[src/rtl/zbt_sram.sv]
module zbt_sram #(
  parameter int AW = 8,
  parameter int LW = 9,
  parameter int LANES = 2,
  localparam int DW = LW * LANES,
  localparam int DEPTH = 1 << AW
) (
  input  logic             clk,
  input  logic             rst_n,
  input  logic             clk_en,
  input  logic             cs_a_n,
  input  logic             cs_b,
  input  logic             cs_c_n,
  input  logic             ld_n,
  input  logic             wr_n,
  input  logic [LANES-1:0] lane_wr_n,
  input  logic             burst_ilv,
  input  logic [AW-1:0]    addr,
  input  logic [DW-1:0]    dq_in,
  output logic [DW-1:0]    dq_out,
  output logic             dq_oe,
  input  logic             oe_n,
  input  logic             sleep
);

  typedef enum logic [1:0] {OP_IDLE, OP_RD, OP_WR} op_t;

  op_t              last_op;
  logic [AW-1:0]    base_q;
  logic [1:0]       cnt_q;
  logic             sleep_q;
  logic             s1_v, s1_w, s2_v, s2_w;
  logic [AW-1:0]    s1_a, s2_a;
  logic [LANES-1:0] s1_be, s2_be;
  logic [DW-1:0]    mem [DEPTH];
  logic [DW-1:0]    out_q;
  logic             out_v;
  logic [DW-1:0]    rd_word;

  wire             cs_ok   = !cs_a_n && cs_b && !cs_c_n;
  wire [1:0]       nxt_cnt = cnt_q + 2'd1;
  wire [1:0]       adv_lo  = burst_ilv ? (base_q[1:0] ^ nxt_cnt) : (base_q[1:0] + nxt_cnt);
  wire             cmd_v   = !sleep_q && (ld_n ? (last_op != OP_IDLE) : cs_ok);
  wire             cmd_w   = ld_n ? (last_op == OP_WR) : !wr_n;
  wire [AW-1:0]    cmd_a   = ld_n ? {base_q[AW-1:2], adv_lo} : addr;
  wire             fwd     = s2_v && s2_w && (s2_a == s1_a);

  assign dq_out = out_q;
  assign dq_oe  = out_v && !oe_n && !sleep_q;

  always_comb begin
    rd_word = mem[s1_a];
    for (int l = 0; l < LANES; l++)
      if (fwd && s2_be[l]) rd_word[l*LW +: LW] = dq_in[l*LW +: LW];
  end

  always_ff @(posedge clk or negedge rst_n) begin
    if (!rst_n) begin
      last_op <= OP_IDLE;
      base_q  <= '0;
      cnt_q   <= '0;
      sleep_q <= 1'b0;
      s1_v    <= 1'b0;
      s1_w    <= 1'b0;
      s1_a    <= '0;
      s1_be   <= '0;
      s2_v    <= 1'b0;
      s2_w    <= 1'b0;
      s2_a    <= '0;
      s2_be   <= '0;
      out_v   <= 1'b0;
      out_q   <= '0;
    end else if (clk_en) begin
      if (sleep_q) begin
        last_op <= OP_IDLE;
      end else if (!ld_n) begin
        last_op <= !cs_ok ? OP_IDLE : (!wr_n ? OP_WR : OP_RD);
        base_q  <= addr;
        cnt_q   <= '0;
      end else begin
        cnt_q   <= nxt_cnt;
      end
      sleep_q <= sleep_q ? sleep : (sleep && !s1_v && !cmd_v);
      s1_v  <= cmd_v;
      s1_w  <= cmd_w;
      s1_a  <= cmd_a;
      s1_be <= (cmd_v && cmd_w) ? ~lane_wr_n : '0;
      s2_v  <= s1_v;
      s2_w  <= s1_w;
      s2_a  <= s1_a;
      s2_be <= s1_be;
      out_v <= s1_v && !s1_w;
      if (s1_v && !s1_w) out_q <= rd_word;
    end
  end

  always_ff @(posedge clk) begin
    if (clk_en && s2_v && s2_w)
      for (int l = 0; l < LANES; l++)
        if (s2_be[l]) mem[s2_a][l*LW +: LW] <= dq_in[l*LW +: LW];
  end

  a_r1_deselect: assert property (@(posedge clk) disable iff (!rst_n)
    (clk_en && !ld_n && !cs_ok) |=> !s1_v);
  a_r2_read_out: assert property (@(posedge clk) disable iff (!rst_n)
    (clk_en && s1_v && !s1_w) |=> out_v);
  a_r6_hold: assert property (@(posedge clk) disable iff (!rst_n)
    !clk_en |=> ($stable(out_q) && $stable(out_v) && $stable(s1_v) && $stable(sleep_q)));
  a_r7_oe_gate: assert property (@(posedge clk) disable iff (!rst_n)
    oe_n |-> !dq_oe);
  a_r8_no_drive_write: assert property (@(posedge clk) disable iff (!rst_n)
    (clk_en && s1_v && s1_w) |=> !out_v);
  a_r10_busy_no_sleep: assert property (@(posedge clk) disable iff (!rst_n)
    (clk_en && !sleep_q && s1_v) |=> !sleep_q);
  a_r10_asleep_quiet: assert property (@(posedge clk) disable iff (!rst_n)
    sleep_q |-> (!s1_v && !dq_oe));

endmodule

[config.mk]
export PLATFORM = sky130hd
export DESIGN_NAME = zbt_sram
export DESIGN_NICKNAME = d
export VERILOG_FILES = /design/src/rtl/zbt_sram.sv
export SDC_FILE = /design/constraint.sdc
export NUM_CORES = 2
export LEC_CHECK = 0
export BUFFER_PORTS_ARGS = -buffer_cell sky130_fd_sc_hd__buf_2
export CORE_UTILIZATION = 40
export CTS_CLUSTER_SIZE = 14
export DETAILED_ROUTE_END_ITERATION = 8
export PLACE_DENSITY_LB_ADDON = 0.2
export SETUP_SLACK_MARGIN = 0.02
export SLEW_MARGIN = 20
export SYNTH_ARGS = -nofsm -noshare
export SYNTH_HDL_FRONTEND = slang
export SYNTH_MEMORY_MAX_BITS = 65536
export SYNTH_SLANG_ARGS = --single-unit
[constraint.sdc]
create_clock -name clk -period 3.2 [get_ports clk]
set_input_delay 0.64 -clock clk [delete_from_list [all_inputs] [get_ports clk]]
set_output_delay 0.64 -clock clk [all_outputs]
set_load 0.01 [all_outputs]
**Word level (Yosys, flattened, before mapping)**

Memories as Yosys holds them, arrays and structs flattened. A register that Yosys moved wholly into a read port is not among the register bits.
Index checks and enable logic that the tools add are counted.

- Flip-flop bits (word level): 38
- Word-level logic and storage cells: 64
- Output and inout bits: 19
- Input port bits: 39
- Memories kept: 1
- RAM bits: 4608

Memories:

| memory | words | width | rd ports | clocked after Yosys merged registers in | wr ports | RTL line | text |
|---|---|---|---|---|---|---|---|
| mem | 256 | 18 | 1 | 1 | 1 | 35 | `logic [DW-1:0] mem [DEPTH];` |

- Reduce and logical (&&, ||, !) cells: 25
- Mux-type cells: 17
- Equality and inequality tests: 2
- Bitwise logic cells: 4
- $add $sub $neg: 2

Operator list:

| cell | number |
|---|---|
| two-way mux 2 bit | 7 |
| logical AND 1 bit | 11 |
| logical NOT 1 bit | 9 |
| two-way mux 1 bit | 9 |
| two-way mux 8 bit | 1 |
| AND reduction 2 bit | 3 |
| AND reduction 3 bit | 1 |
| adder 2 x 1 -> 2 bit (second input constant) | 1 |
| adder 2 bit | 1 |
| equality test 2 bit (second input constant) | 1 |
| != test 2 x 1 -> 1 bit (second input constant) | 1 |
| inverter 1 bit | 2 |
| inverter 2 bit | 1 |
| nonzero test 2 bit | 1 |
| XOR 2 bit | 1 |

**Longest topological paths before layout**

- Word-level depth: 8
- Mapped depth: 14
- Depth with buffers taken out: 8

**Worst setup path after synthesis**

Ideal clock, no wire load.

- Path kind: input to register
- Start: input clk_en
- End: memory mem[116][10] (netlist bit), enable pin
- Setup slack: 0.376 ns
- Arrival time: 2.450 ns
- Required time: 2.826 ns
- Stages on the path: 7
- Path through: clkbuf_1 and4_1 clkbuf_1 clkbuf_1 nand3_1 clkbuf_1 nor2_1

- Longest elaborated chain between the ends: 4

RTL lines:

| element | RTL line | text |
|---|---|---|
| start: declaration | 10 | `input logic clk_en,` |
| logical AND 1 bit (2 in a row) | 98 | `if (clk_en && s2_v && s2_w)` |
| two-way mux 1 bit | 98 |  |
| two-way mux 1 bit (implied by the code) | 100 | `if (s2_be[l]) mem[s2_a][l*LW +: LW] <= dq_in[l*LW +: LW];` |
| end: declaration | 35 |  |

Every way passes these cells.

==> results.json <==
{
  "crit_path_start_kind": "flop",
  "r2r_end": "dq_out[9]",
  "drive_above_1_share": 0.361,
  "period_share": 1.03,
  "ff2ff_setup_slack_ns": -0.11,
  "syn_avg_cell_area_um2": 21.4,
  "violations": "setup timing",
  "r2r_start": "s1_a[0]",
  "num_vias": 93400,
  "path_clk_slew_ns": 0.06,
  "die_x_um": 674,
  "area_growth_pct": 20.6,
  "setup_ws_ns": -0.107,
  "die_h_um": 674,
  "cp_slowest_stage_delay_ns": 0.55,
  "synth_edf_count": 4608,
  "slew_viol_final": 0,
  "hold_violations": 0,
  "placementRows": 246,
  "io_pins": 58,
  "cts_sinks": 4664,
  "worstHoldStart": "dq_in[3]",
  "critPathTopFamily": "buffers and inverters",
  "ys.flop_type": "edfxtp_1",
  "ys_seq_area_frac": 0.775,
  "p_sw_mw": 40.9,
  "ir_drop_uv": 525,
  "syn_inst": 8415,
  "portBuffers": 57,
  "fillers": 36400,
  "p_per_area_nw_per_um2": 704,
  "htree_levels": 5,
  "cp.required_ns": 4.08,
  "cts_buffers": 469,
  "hold_path.class": "primary input to flop",
  "ys_top_cells_by_area": "edfxtp_1 (77%), mux4_2 (14%), nor2_1 (1.2%), mux2i_1 (1.1%), dfrtp_1 (0.78%)",
  "finalSetupTns_ns": -0.461,
  "timing.fmax_ghz": 0.302,
  "seqCellArea_um2": 140000,
  "swShare": 0.267,
  "cts_buffer_depth": 4,
  "coreArea_um2": 449000,
  "async_flop_share": 0.0120,
  "holdPathStages": 1,
  "first_pass_iters": 5,
  "cp_slowest_cell": "nor4_4",
  "worst_slew_pin_slew_ns": 1.30,
  "rsz0062_at_grt": "true",
  "seqPwrFrac": 0.443,
  "gp_congestion": 0.840,
  "antenna_found_initial": 30,
  "routed_via_density": 5.70,
  "fin_skew_ns": 0.0512,
  "grt_use_total": 0.226,
  "end_kind": "flop",
  "cts_root_buf": "clkbuf_16",
  "period_needed_ns": 3.31,
  "ant_nets": 0,
  "p_comb_frac": 0.204,
  "nets": 10100,
  "path_class": "flop to flop",
  "insertion_delay_ns": 1.02,
  "hold-path-endpoint": "mem[131][3]",
  "syn-num-nets": 8455,
  "synth_warnings": 0,
  "dp_hpwl_mm": 334,
  "netlist.area_leader.share": 0.767,
  "worst_r2r_path_depth": 11,
  "slew_headroom": 0.131,
  "grt_pass1_vias": 94700,
  "grt_pass1_wl_mm": 731,
  "cp.arrival_ns": 4.19,
  "layout_common_cells": "edfxtp_1 (4608), buf_4 (1312), mux4_2 (1098)",
  "cp_num_buf_inv": 5,
  "drv_cap": 0,
  "status": "complete, but fails checks",
  "netlist_area_um2": 180000,
  "wl_per_cell_um": 31.8,
  "setup_viol": 11,
  "drc": 0,
  "grt-ovfl-total": 0,
  "cellLeakagePower_nw": 70.8,
  "ys_ff_latch": 4664,
  "grt_max_degree": 131,
  "worst_path_most_repeated_cell": "buf_4",
  "layout_commonest_cell": "edfxtp_1",
  "netlist-cell-type-count": 65,
  "drt-total-wl_mm": 522,
  "hold_ws_ns": 0.0933,
  "die-area_um2": 454000,
  "cts_tree": "built",
  "synth_top_area_cell": "edfxtp_1",
  "p_clk_frac": 0.353,
  "initial_core_util": 0.402,
  "drt-initial-drc-count": 10600,
  "cp_cell_sequence": "buf_12 -> bufbuf_16 -> buf_6 -> mux4_2 -> o22ai_1 -> nor3_1 -> buf_4 -> nor4_4 -> buf_4 -> nor4_1 -> a221o_1",
  "multiInputGateArea_um2": 39100,
  "worstPathMaxFanout": 6,
  "intPower_mw": 112
}
[power by group through the flow]
stage	logic [mW]	clock network [mW]	registers (mW)
finish	31.2	54.1	67.8
global route	32.4	57.3	67.8
CTS	30.2	55.0	67.8
detailed placement	28.6	0	69.2
global placement	28.4	0	69.2
floorplan	15.9	0	68.8
[worst max path at each step]
| stage | from | end | slack [ns] | cells after the start |
|---|---|---|---|---|
| after floorplan | clk_en | mem[116][10] | 0.38 | 7 |
| after CTS | s1_a[0] | dq_out[15] | -0.14 | 10 |
| after detailed placement | s1_a[0] | dq_out[11] | -0.62 | 9 |
| final | s1_a[0] | dq_out[9] | -0.11 | 11 |
| after global routing | s1_a[3] | dq_out[15] | -0.13 | 11 |
| after global placement | s1_a[0] | dq_out[9] | -0.94 | 10 |
[routing by layer]
| layer | up-vias | track usage | part of all wire |
|---|---|---|---|
| met5 | - | 0 | 0.000090 |
| met4 | 8 | 0.0683 | 0.033 |
| met3 | 740 | 0.0333 | 0.072 |
| met2 | 3745 | 0.367 | 0.48 |
| met1 | 50400 | 0.318 | 0.41 |
| li1 | 38600 | - | - |
[flip-flops by register name, indices dropped and copies added (netlist names), 2 cells and up]
name	count
dq_out	18
s2_be	2
s1_be	2
mem	4608
s2_a	8
base_q	8
last_op	2
cnt_q	2
s1_a	8
[final cells by class]
cell class	instances	area share
clock inverter	302	0.0130
antenna	10	0.000115
timing repair buffer	1675	0.0736
inverter	12	0.000219
clock buffer	575	0.0563
sequential	4664	0.643
tap	5952	0.0342
multi-input combinational	3214	0.180
[cell families (layout without fill, tap and decap cells)]
| group | after synthesis | after routing | synth area share |
|---|---|---|---|
| flops | 4664 | 4664 | 0.775 |
| mux | 1414 | 1414 | 0.155 |
| simple gates | 1123 | 1123 | 0.0282 |
| compound gates | 665 | 665 | 0.0250 |
| buf+inv | 537 | 2564 | 0.0161 |
| xor+xnor | 11 | 11 | 0.000534 |
| fa+ha+maj | 1 | 1 | 0.0000693 |
| other cells | 0 | 10 | 0 |
[synth_stat cells, types with 36 or more instances]
library cell,instances
a21oi_1,75
dfrtp_1,56
a211oi_1,65
nand2_1,159
nor2b_1,74
nor2_1,596
mux4_2,1098
buf_4,64
nor4_1,50
mux2_2,112
nor3_1,50
buf_2,154
mux2i_1,204
clkbuf_1,213
a22oi_1,140
edfxtp_1,4608
buf_1,36
o21ai_0,60
nand3_1,69
buf_6,51
o22ai_1,149
[through the flow]
stage | utilization | setup WS, ns | std cells | power (mW) | cell area [µm²]
after floorplan | - | 0.376 | 8415 | 84.6 | 180000
after global placement | 0.443 | -0.937 | 15400 | 97.6 | 199000
after detailed placement | 0.443 | -0.620 | 15400 | 97.7 | 199000
after CTS | 0.481 | -0.140 | 16300 | 153 | 216000
after global routing | 0.484 | -0.129 | 16400 | 158 | 218000
final | 0.484 | -0.107 | 16400 | 153 | 218000
[what timing repair did]
item / 4_1_cts / 5_1_grt
hold endpoints to repair: 42 / 0
resized for setup: 183 / 190
hold buffers: 16 / 0
setup buffers: 33 / 53
pin swaps: 24 / 51
cloned: 13 / 13
setup endpoints to repair: 18 / 18
No activity file was read; power rests on OpenSTA's default activity.
